**src/rtl/os_tick_pkg.sv**
```systemverilog
package os_tick_pkg;
  typedef enum logic [1:0] {
    SEL_MODE = 2'd0,
    SEL_STAT = 2'd1,
    SEL_ACK  = 2'd2,
    SEL_IMG  = 2'd3
  } reg_sel_e;

  localparam int MODE_RUN_BIT = 24;
  localparam int MODE_IE_BIT  = 25;
endpackage

```
**src/rtl/tick_prescaler.sv**
```systemverilog
module tick_prescaler #(
  parameter int DIV = 16
) (
  input  logic clk,
  input  logic rst_n,
  input  logic run,
  input  logic halt,
  input  logic restart,
  output logic tick
);
  localparam int W = (DIV > 1) ? $clog2(DIV) : 1;
  localparam logic [W-1:0] LAST = W'(DIV - 1);

  logic [W-1:0] phase_q;
  logic         advance;

  assign advance = run && !halt;
  assign tick    = advance && (phase_q == LAST);

  always_ff @(posedge clk or negedge rst_n) begin
    if (!rst_n)       phase_q <= '0;
    else if (restart) phase_q <= '0;
    else if (advance) phase_q <= (phase_q == LAST) ? '0 : phase_q + 1'b1;
  end


  presc_halt_freeze_chk: assert property (@(posedge clk) disable iff (!rst_n)
    (halt && !restart) |=> $stable(phase_q));

  presc_tick_wrap_chk: assert property (@(posedge clk) disable iff (!rst_n)
    (tick && !restart) |=> (phase_q == '0));
endmodule

```
**src/rtl/tick_interval.sv**
```systemverilog
module tick_interval #(
  parameter int W = 20
) (
  input  logic         clk,
  input  logic         rst_n,
  input  logic         tick,
  input  logic [W-1:0] limit,
  output logic [W-1:0] count,
  output logic         wrap,
  output logic         at_zero
);
  function automatic logic limit_reached(input logic [W-1:0] c, input logic [W-1:0] lim);
    return c >= lim;
  endfunction

  logic [W-1:0] count_q;

  assign wrap    = tick && limit_reached(count_q, limit);
  assign at_zero = (count_q == '0);
  assign count   = count_q;

  always_ff @(posedge clk or negedge rst_n) begin
    if (!rst_n)     count_q <= '0;
    else if (wrap)  count_q <= '0;
    else if (tick)  count_q <= count_q + 1'b1;
  end


  ival_wrap_zero_chk: assert property (@(posedge clk) disable iff (!rst_n)
    wrap |=> (count_q == '0));

  ival_hold_chk: assert property (@(posedge clk) disable iff (!rst_n)
    !tick |=> $stable(count_q));
endmodule

```
**src/rtl/tick_wrap_count.sv**
```systemverilog
module tick_wrap_count #(
  parameter int W = 12
) (
  input  logic         clk,
  input  logic         rst_n,
  input  logic         wrap,
  input  logic         ack,
  output logic [W-1:0] count,
  output logic         pending
);
  localparam logic [W-1:0] TOP = '1;

  function automatic logic [W-1:0] sat_inc(input logic [W-1:0] v);
    return (v == TOP) ? v : v + 1'b1;
  endfunction

  logic [W-1:0] count_q;
  logic         pend_q;

  always_ff @(posedge clk or negedge rst_n) begin
    if (!rst_n) begin
      count_q <= '0;
      pend_q  <= 1'b0;
    end else if (wrap) begin
      count_q <= ack ? W'(1) : sat_inc(count_q);
      pend_q  <= 1'b1;
    end else if (ack) begin
      count_q <= '0;
      pend_q  <= 1'b0;
    end
  end

  assign count   = count_q;
  assign pending = pend_q;


  wcnt_collide_chk: assert property (@(posedge clk) disable iff (!rst_n)
    (wrap && ack) |=> (count_q == W'(1)) && pend_q);

  wcnt_ack_clear_chk: assert property (@(posedge clk) disable iff (!rst_n)
    (ack && !wrap) |=> (count_q == '0) && !pend_q);

  wcnt_saturate_chk: assert property (@(posedge clk) disable iff (!rst_n)
    (count_q == TOP && !ack) |=> (count_q == TOP));

  wcnt_flag_set_chk: assert property (@(posedge clk) disable iff (!rst_n)
    wrap |=> pend_q);
endmodule

```
**src/rtl/os_tick_timer.sv**
```systemverilog
module os_tick_timer
  import os_tick_pkg::*;
#(
  parameter int PRESC_DIV = 16,
  parameter int CNT_W     = 20,
  parameter int OVF_W     = 12
) (
  input  logic                   clk,
  input  logic                   rst_n,
  input  logic                   wr_en,
  input  logic                   rd_en,
  input  logic [1:0]             addr,
  input  logic [CNT_W+OVF_W-1:0] wdata,
  input  logic                   dbg_halt,
  output logic [CNT_W+OVF_W-1:0] rdata,
  output logic                   irq
);
  localparam int DW = CNT_W + OVF_W;

  logic [CNT_W-1:0] limit_q;
  logic             en_q, ie_q, run_q;
  logic [CNT_W-1:0] ival;
  logic [OVF_W-1:0] ovf;
  logic             tick, wrap, ival_zero, pending;
  logic             mode_wr, ack_rd, img_rd, start;

  assign mode_wr = wr_en && (reg_sel_e'(addr) == SEL_MODE);
  assign ack_rd  = rd_en && (reg_sel_e'(addr) == SEL_ACK);
  assign img_rd  = rd_en && (reg_sel_e'(addr) == SEL_IMG);
  assign start   = !run_q && en_q && ival_zero;

  logic unused_wbits;
  assign unused_wbits = ^{wdata[DW-1:MODE_IE_BIT+1], wdata[MODE_RUN_BIT-1:CNT_W]};

  always_ff @(posedge clk or negedge rst_n) begin
    if (!rst_n) begin
      limit_q <= '0;
      en_q    <= 1'b0;
      ie_q    <= 1'b0;
    end else if (mode_wr) begin
      limit_q <= wdata[CNT_W-1:0];
      en_q    <= wdata[MODE_RUN_BIT];
      ie_q    <= wdata[MODE_IE_BIT];
    end
  end

  always_ff @(posedge clk or negedge rst_n) begin
    if (!rst_n)         run_q <= 1'b0;
    else if (ival_zero) run_q <= en_q;
  end

  tick_prescaler #(.DIV(PRESC_DIV)) presc_i (
    .clk(clk), .rst_n(rst_n), .run(run_q), .halt(dbg_halt),
    .restart(start), .tick(tick)
  );

  tick_interval #(.W(CNT_W)) ival_i (
    .clk(clk), .rst_n(rst_n), .tick(tick), .limit(limit_q),
    .count(ival), .wrap(wrap), .at_zero(ival_zero)
  );

  tick_wrap_count #(.W(OVF_W)) wcnt_i (
    .clk(clk), .rst_n(rst_n), .wrap(wrap), .ack(ack_rd),
    .count(ovf), .pending(pending)
  );

  always_comb begin
    rdata = '0;
    unique case (reg_sel_e'(addr))
      SEL_MODE: begin
        rdata[CNT_W-1:0]    = limit_q;
        rdata[MODE_RUN_BIT] = en_q;
        rdata[MODE_IE_BIT]  = ie_q;
      end
      SEL_STAT: rdata[0] = pending;
      default:  rdata = {ovf, ival};
    endcase
  end

  assign irq = pending && ie_q;


  img_no_side_effect_chk: assert property (@(posedge clk) disable iff (!rst_n)
    (img_rd && !wrap) |=> $stable(ovf) && $stable(pending));

  run_gate_chk: assert property (@(posedge clk) disable iff (!rst_n)
    !ival_zero |=> (run_q == $past(run_q)));

  mode_write_keeps_count_chk: assert property (@(posedge clk) disable iff (!rst_n)
    (mode_wr && !tick) |=> $stable(ival));

  irq_needs_ie_chk: assert property (@(posedge clk) disable iff (!rst_n)
    irq |-> ie_q);
endmodule

```
**config.mk**
```make
export PLATFORM = sky130hd
export DESIGN_NAME = os_tick_timer
export DESIGN_NICKNAME = d
export VERILOG_FILES = /design/src/rtl/os_tick_pkg.sv /design/src/rtl/tick_prescaler.sv /design/src/rtl/tick_interval.sv /design/src/rtl/tick_wrap_count.sv /design/src/rtl/os_tick_timer.sv
export SDC_FILE = /design/constraint.sdc
export NUM_CORES = 1
export LEC_CHECK = 0
export ABC_AREA = 1
export BUFFER_PORTS_ARGS = -buffer_cell sky130_fd_sc_hd__buf_2
export CAP_MARGIN = 40
export CORE_AREA = 2 2 88 90
export DETAILED_ROUTE_END_ITERATION = 6
export DIE_AREA = 0 0 90 92
export GPL_ROUTABILITY_DRIVEN = 1
export PLACE_DENSITY = 0.76
export SETUP_SLACK_MARGIN = 0.05
export SYNTH_ARGS = -nofsm -noshare
export SYNTH_HDL_FRONTEND = slang
export SYNTH_SLANG_ARGS = --single-unit
```
**constraint.sdc**
```tcl
create_clock -name clk -period 2.09 [get_ports clk]
set_input_delay 0.1045 -clock clk [delete_from_list [all_inputs] [get_ports clk]]
set_output_delay 0.1045 -clock clk [all_outputs]
set_load 0.1 [all_outputs]
```
# After elaboration in Yosys (flattened, before gate mapping)
# Cells that the tools add are included.
[op_classes]
add_sub_neg = 3
order_cmp = 1
n_eq_ne = 5
n_mux = 16
reduce_logical = 17
[op_table]
columns = ["operator", "n"]
rows = [
  ["12-bit 2-to-1 mux", 4],
  ["20-bit 2-to-1 mux", 2],
  ["19-bit one-hot mux with 2 select lines", 1],
  ["20-bit by 1-bit adder with 20-bit output (second input constant)", 1],
  ["20-bit greater-or-equal comparator", 1],
  ["20-bit logical NOT", 1],
  ["4-bit 2-to-1 mux", 4],
  ["12-bit by 1-bit adder with 12-bit output (second input constant)", 1],
  ["12-bit == test (second input constant)", 1],
  ["1-bit logical AND", 8],
  ["6-bit 2-to-1 mux", 1],
  ["2-bit nonzero test", 3],
  ["4-bit by 1-bit adder with 4-bit output (second input constant)", 1],
  ["4-bit == test (second input constant)", 1],
  ["2-bit one-hot mux with 2 select lines", 1],
  ["2-bit by 1-bit == test with 1-bit output (second input constant)", 1],
  ["2-bit == test (second input constant)", 1],
  ["1-bit logical NOT", 2],
  ["2-bit logical NOT", 1],
  ["1-bit 2-to-1 mux", 2],
  ["2-bit by 1-bit != test with 1-bit output (second input constant)", 1],
  ["1-bit one-hot mux with 2 select lines", 1],
  ["2-bit AND reduction", 1],
  ["2-bit OR reduction", 1],
]
[totals]
reg_bits = 60
inputBits = 39
output_inout_bits = 33
word_cells = 50

# Logic depth before layout (Yosys ltp)
[logic_depth]
depth_word = 6
ltp_mapped = 15
depth_no_buf = 14

# Cells and area by module
# A second synthesis with hierarchy kept.
[unflattened]
hier_cells = 611
area_unflattened_um2 = 4239.1
[modules_own_cells]
columns = ["module", "n_inst", "cells_per_inst", "area_each_um2", "seq_area_each_um2"]
rows = [
  ["tick_interval", 1, 256, 1766.7, 500.5],
  ["os_tick_timer", 1, 199, 1320.0, 575.6],
  ["tick_wrap_count", 1, 123, 910.9, 325.3],
  ["tick_prescaler", 1, 33, 241.5, 100.1],
]

# Least setup slack after synthesis
# OpenSTA, ideal clock, no wires.
[synth_path]
path_type = "register to output"
from = "reg ival_i.count_q[0], in the netlist ival_i.count[0]"
to = "out rdata[0]"
arrival_time_ns = 2.572
required_time_ns = 1.986
slack_ns = -0.587
path_stages_with_launch = 3
n_path_buf = 0
cell_sequence = "dfrtp_1 inv_1 o21ai_0"
[synth_between]
elab_chain_cells = 1
[synth_rtl]
columns = ["item", "line", "source"]
rows = [
  ["start: declaration", "tick_interval.sv:16", "logic [W-1:0] count_q;"],
  ["start signal: assignment", "tick_interval.sv:25", "else if (tick) count_q <= count_q + 1'b1;"],
  ["1-bit one-hot mux with 2 select lines", "os_tick_timer.sv:69", "unique case (reg_sel_e'(addr))"],
  ["end: declaration", "os_tick_timer.sv:15", "output logic [CNT_W+OVF_W-1:0] rdata,"],
]
# Every way passes these cells.

# Final worst setup path
[layout_path]
from = "reg ival_i.count_q[9], in the netlist ival_i.count[9]"
to = "reg wcnt_i.count_q[7], in the netlist wcnt_i.count[7]"
[layout_between]
elab_chain_cells = 4
elab_cells_between_ends = 5
cone_classes = "order compare (1); mux (1); reduce/logical (3)"
[layout_rtl]
columns = ["item", "line", "source"]
rows = [
  ["20-bit greater-or-equal comparator *", "tick_interval.sv:13", "return c >= lim;"],
  ["1-bit logical AND *", "tick_interval.sv:18", "assign wrap = tick && limit_reached(count_q, limit);"],
  ["2-bit nonzero test (no source line)", "-", ""],
  ["2-bit AND reduction (no source line)", "-", ""],
  ["end signal: assignment", "tick_wrap_count.sv:25", "count_q <= ack ? W'(1) : sat_inc(count_q);"],
  ["end: declaration", "tick_wrap_count.sv:17", "logic [W-1:0] count_q;"],
]
# Mark *: on every way between the ends. The rest lies on a longest branch, timed or not.
# A chain may end at the register's enable or synchronous reset.

==> metrics.txt <==
fin. max-slew vios=0; fin crit share=96.1%; Largest stage delay, worst path=about 420 ps; share of cells above drive strength 1=between 20% and 30%; Seq/Total Area, Yosys=~38%; initial core utilization=53.3%; slowest CP cell=dfrtp_1; Final setup viols=0; RSZ-0062 raised after global routing=yes; Placer Congestion=around 1; Max-Cap Viols=0; # IOs=between 70 and 80; Layout area overhead=25.8%; Final Power=between 2 and 3 mW; endpoints failing hold=0; TritonCTS clock tree=built; endpoint type of the worst setup path=flop; VDD IR max=513 uV; Leak Pwr=roughly 2.7 nW; die span in y=92 um; row cnt=32; synth top area cells=dfrtp_1 (38%), nand2_1 (11%), inv_1 (8.4%), ha_1 (7.6%), nor2_1 (5.4%); Inst Count DP=around 730; global-route wire length before repair=approximately 18 mm; vias in the first global route=roughly 4,000; Mean Syn Cell Area=roughly 7.2 um^2; Cells after Synth=between 500 and 600; Iter 0 DRT Violations=about 340; Yosys cell types=33; top-area cell type share of the netlist area=between 30% and 40%; Num CTS Buffers=9; H-tree levels=3; worst setup margin=81.3 ps; Syn. warnings=0; GR Overflow Total=0; wire length per cell=roughly 14 um; Final Util=between 60% and 70%; Syn Std Cell Area=between 0.003 and 0.004 mm^2; DRC Markers=0; Crit Path Max Fanout=6; # fillers=641; routed vias/inst=5.46; All-Layer GR Usage=27.1%; Finished Layout Cells=750; Crit Path Class=flop to flop; Slew @ Worst Pin=~700 ps; CP Data Required Time=roughly 2300 ps; Peak Freq=498 MHz; Layout Nets=approximately 710; Seq cells post-synth=60; core area=~0.0074 mm^2; Die X=approximately 90 um; Post-DP HPWL=approximately 8 mm; DR vias=between 4,000 and 5,000; port buffer count=around 60; pwr/cell area=slightly below 600 mW/mm^2; Tmin final=2010 ps; First-pass DRT Iterations=5; CTS Sinks=60; cell mode on critical path=nand2_1; commonest non-fill, non-tap cell in the layout=nand2_1; Clock Skews=between 10 and 15 ps; startpoint class of the critical path=flop; most frequent cells in the layout=nand2_1 (110), inv_1 (82), buf_2 (61), dfrtp_1 (60), nor2_1 (50); clk slew on worst S/H paths=70 ps; Rel. slew slack=roughly 54%; status=finished clean; pre-CTS WS=85.9 ps; DRT antenna net count=0; largest net degree at the start of global routing=between 60 and 70; Mapped Nets=611; root buffer cell=clkbuf_8; worst hold path type=input pin to flop; CP Cell Sequence=ha_4 > nand2_2 > nor2_4 > buf_6 > nand2_1 > nor2_2 > nand2_1 > nand4_1 > buf_4 > nand3_4 > buf_6 > nand3_1 > nand2_1; post-synth top area cell=dfrtp_1; Critical Path AT=roughly 2200 ps; Total Wirelength=approximately 11 mm; initial antenna violation count=0; Max Buffers Root-to-Sink=2; Final TNS setup=0 ps; Worst-Skew Late Latency=340 ps; Die ar.=about 0.0083 mm^2; Antenna Cells=0
area by class of cell:
class	instances	area (um^2)	area share (%)
Tap cell	102	128	2.55
Clock inverter	2	10.0	0.200
Timing Repair Buffer	102	669	13.4
Inverter	89	334	6.69
Multi-Input combinational cell	382	2200	43.9
Sequential cell	60	1500	30.0
Clock buffer	13	159	3.18
report_power, final:
part           switching [mW]  internal [mW]  total (mW)
combinational           0.537          0.213       0.750
clock                   0.449          0.486       0.934
sequential             0.0246           1.23        1.25
total                    1.01           1.93        2.94
synth_stat cells:
cell type / number
clkbuf_1: 10
nor2_4: 3
o2111ai_1: 2
nand4_1: 25
and3b_1: 1
buf_2: 5
o22ai_1: 20
inv_1: 89
xor2_1: 8
a21oi_1: 37
o21bai_1: 1
nor3b_1: 1
nand3b_1: 1
nor3_4: 1
mux2_2: 2
nor4_1: 5
buf_6: 1
dfrtp_1: 60
buf_1: 1
o21ai_0: 15
a21boi_1: 1
ha_1: 24
nand2_1: 115
nor2_2: 2
nand2_2: 3
nand3_1: 37
a22oi_1: 1
a31oi_1: 1
nor3_1: 13
nor2_1: 57
a21o_1: 1
and3_1: 3
nand3_2: 2
worst max-delay path: cells and delay by family (launching register included):
kind	cells	cell delay, ps
simple gates	9	790
fa+ha+maj	1	280
buf+inv	3	410
flops	1	420
path summary, 6_finish.rpt:
kind,from,end,slack [ps],cells after the start
worst max register to register,ival_i.count[9]$_DFFE_PN0P_,wcnt_i.count[7]$_DFFE_PN0P_,80,13
worst min register to register,presc_i.phase_q[0]$_DFFE_PN0P_,presc_i.phase_q[0]$_DFFE_PN0P_,530,1
worst max-delay path,ival_i.count[9]$_DFFE_PN0P_,wcnt_i.count[7]$_DFFE_PN0P_,80,13
min in group asynchronous,rst_n,wcnt_i.count[10]$_DFFE_PN0P_,310,3
worst min-delay path,wdata[14],limit_q[14]$_DFFE_PN0P_,6,3
max in group asynchronous,rst_n,ival_i.count[4]$_DFFE_PN0P_,1510,3
what timing repair did:
| item | 4_1_cts | 5_1_grt |
|---|---|---|
| pin swaps | 1 | 12 |
| hold buffers | 3 | 0 |
| setup buffers | 0 | 3 |
| hold endpoints to repair | 62 | 0 |
| setup endpoints to repair | 1 | 29 |
| gates resized for setup | 1 | 33 |
| cloned | 0 | 0 |
metal layers:
| layer | track usage, % | routed length [um] |
|---|---|---|
| met5 | 0 | 0 |
| met4 | 10.8 | 224 |
| met3 | 4.03 | 602 |
| met2 | 45.0 | 5130 |
| met1 | 35.7 | 4680 |
flip-flops by register name, indices dropped and copies added, names as in the netlist:
signal	flops
ival_i.count	20
limit_q	20
wcnt_i.count	12
presc_i.phase_q	4
en_q	1
ie_q	1
run_q	1
wcnt_i.pending	1
per-stage QoR:
stage | hold WS [ps] | area (um^2)
after floorplan | -191 | 3970
after global placement | 141 | 4630
after detailed placement | 145 | 4630
after CTS | 0.949 | 4830
after global routing | 14.6 | 5000
final | 6.14 | 5000
kinds of logic after synthesis:
| logic type | count (synthesis) | synth area share, % |
|---|---|---|
| adders and majority gates | 24 | 7.56 |
| muxes | 2 | 0.567 |
| xor gates and xnor gates | 8 | 1.76 |
| and+or+nand+nor | 269 | 30.9 |
| AOI/OAI and AO/OA | 79 | 11.1 |
| DFF | 60 | 37.8 |
| buffers and inverters | 106 | 10.4 |
Note: power is estimated with default switching activity, not from simulation.
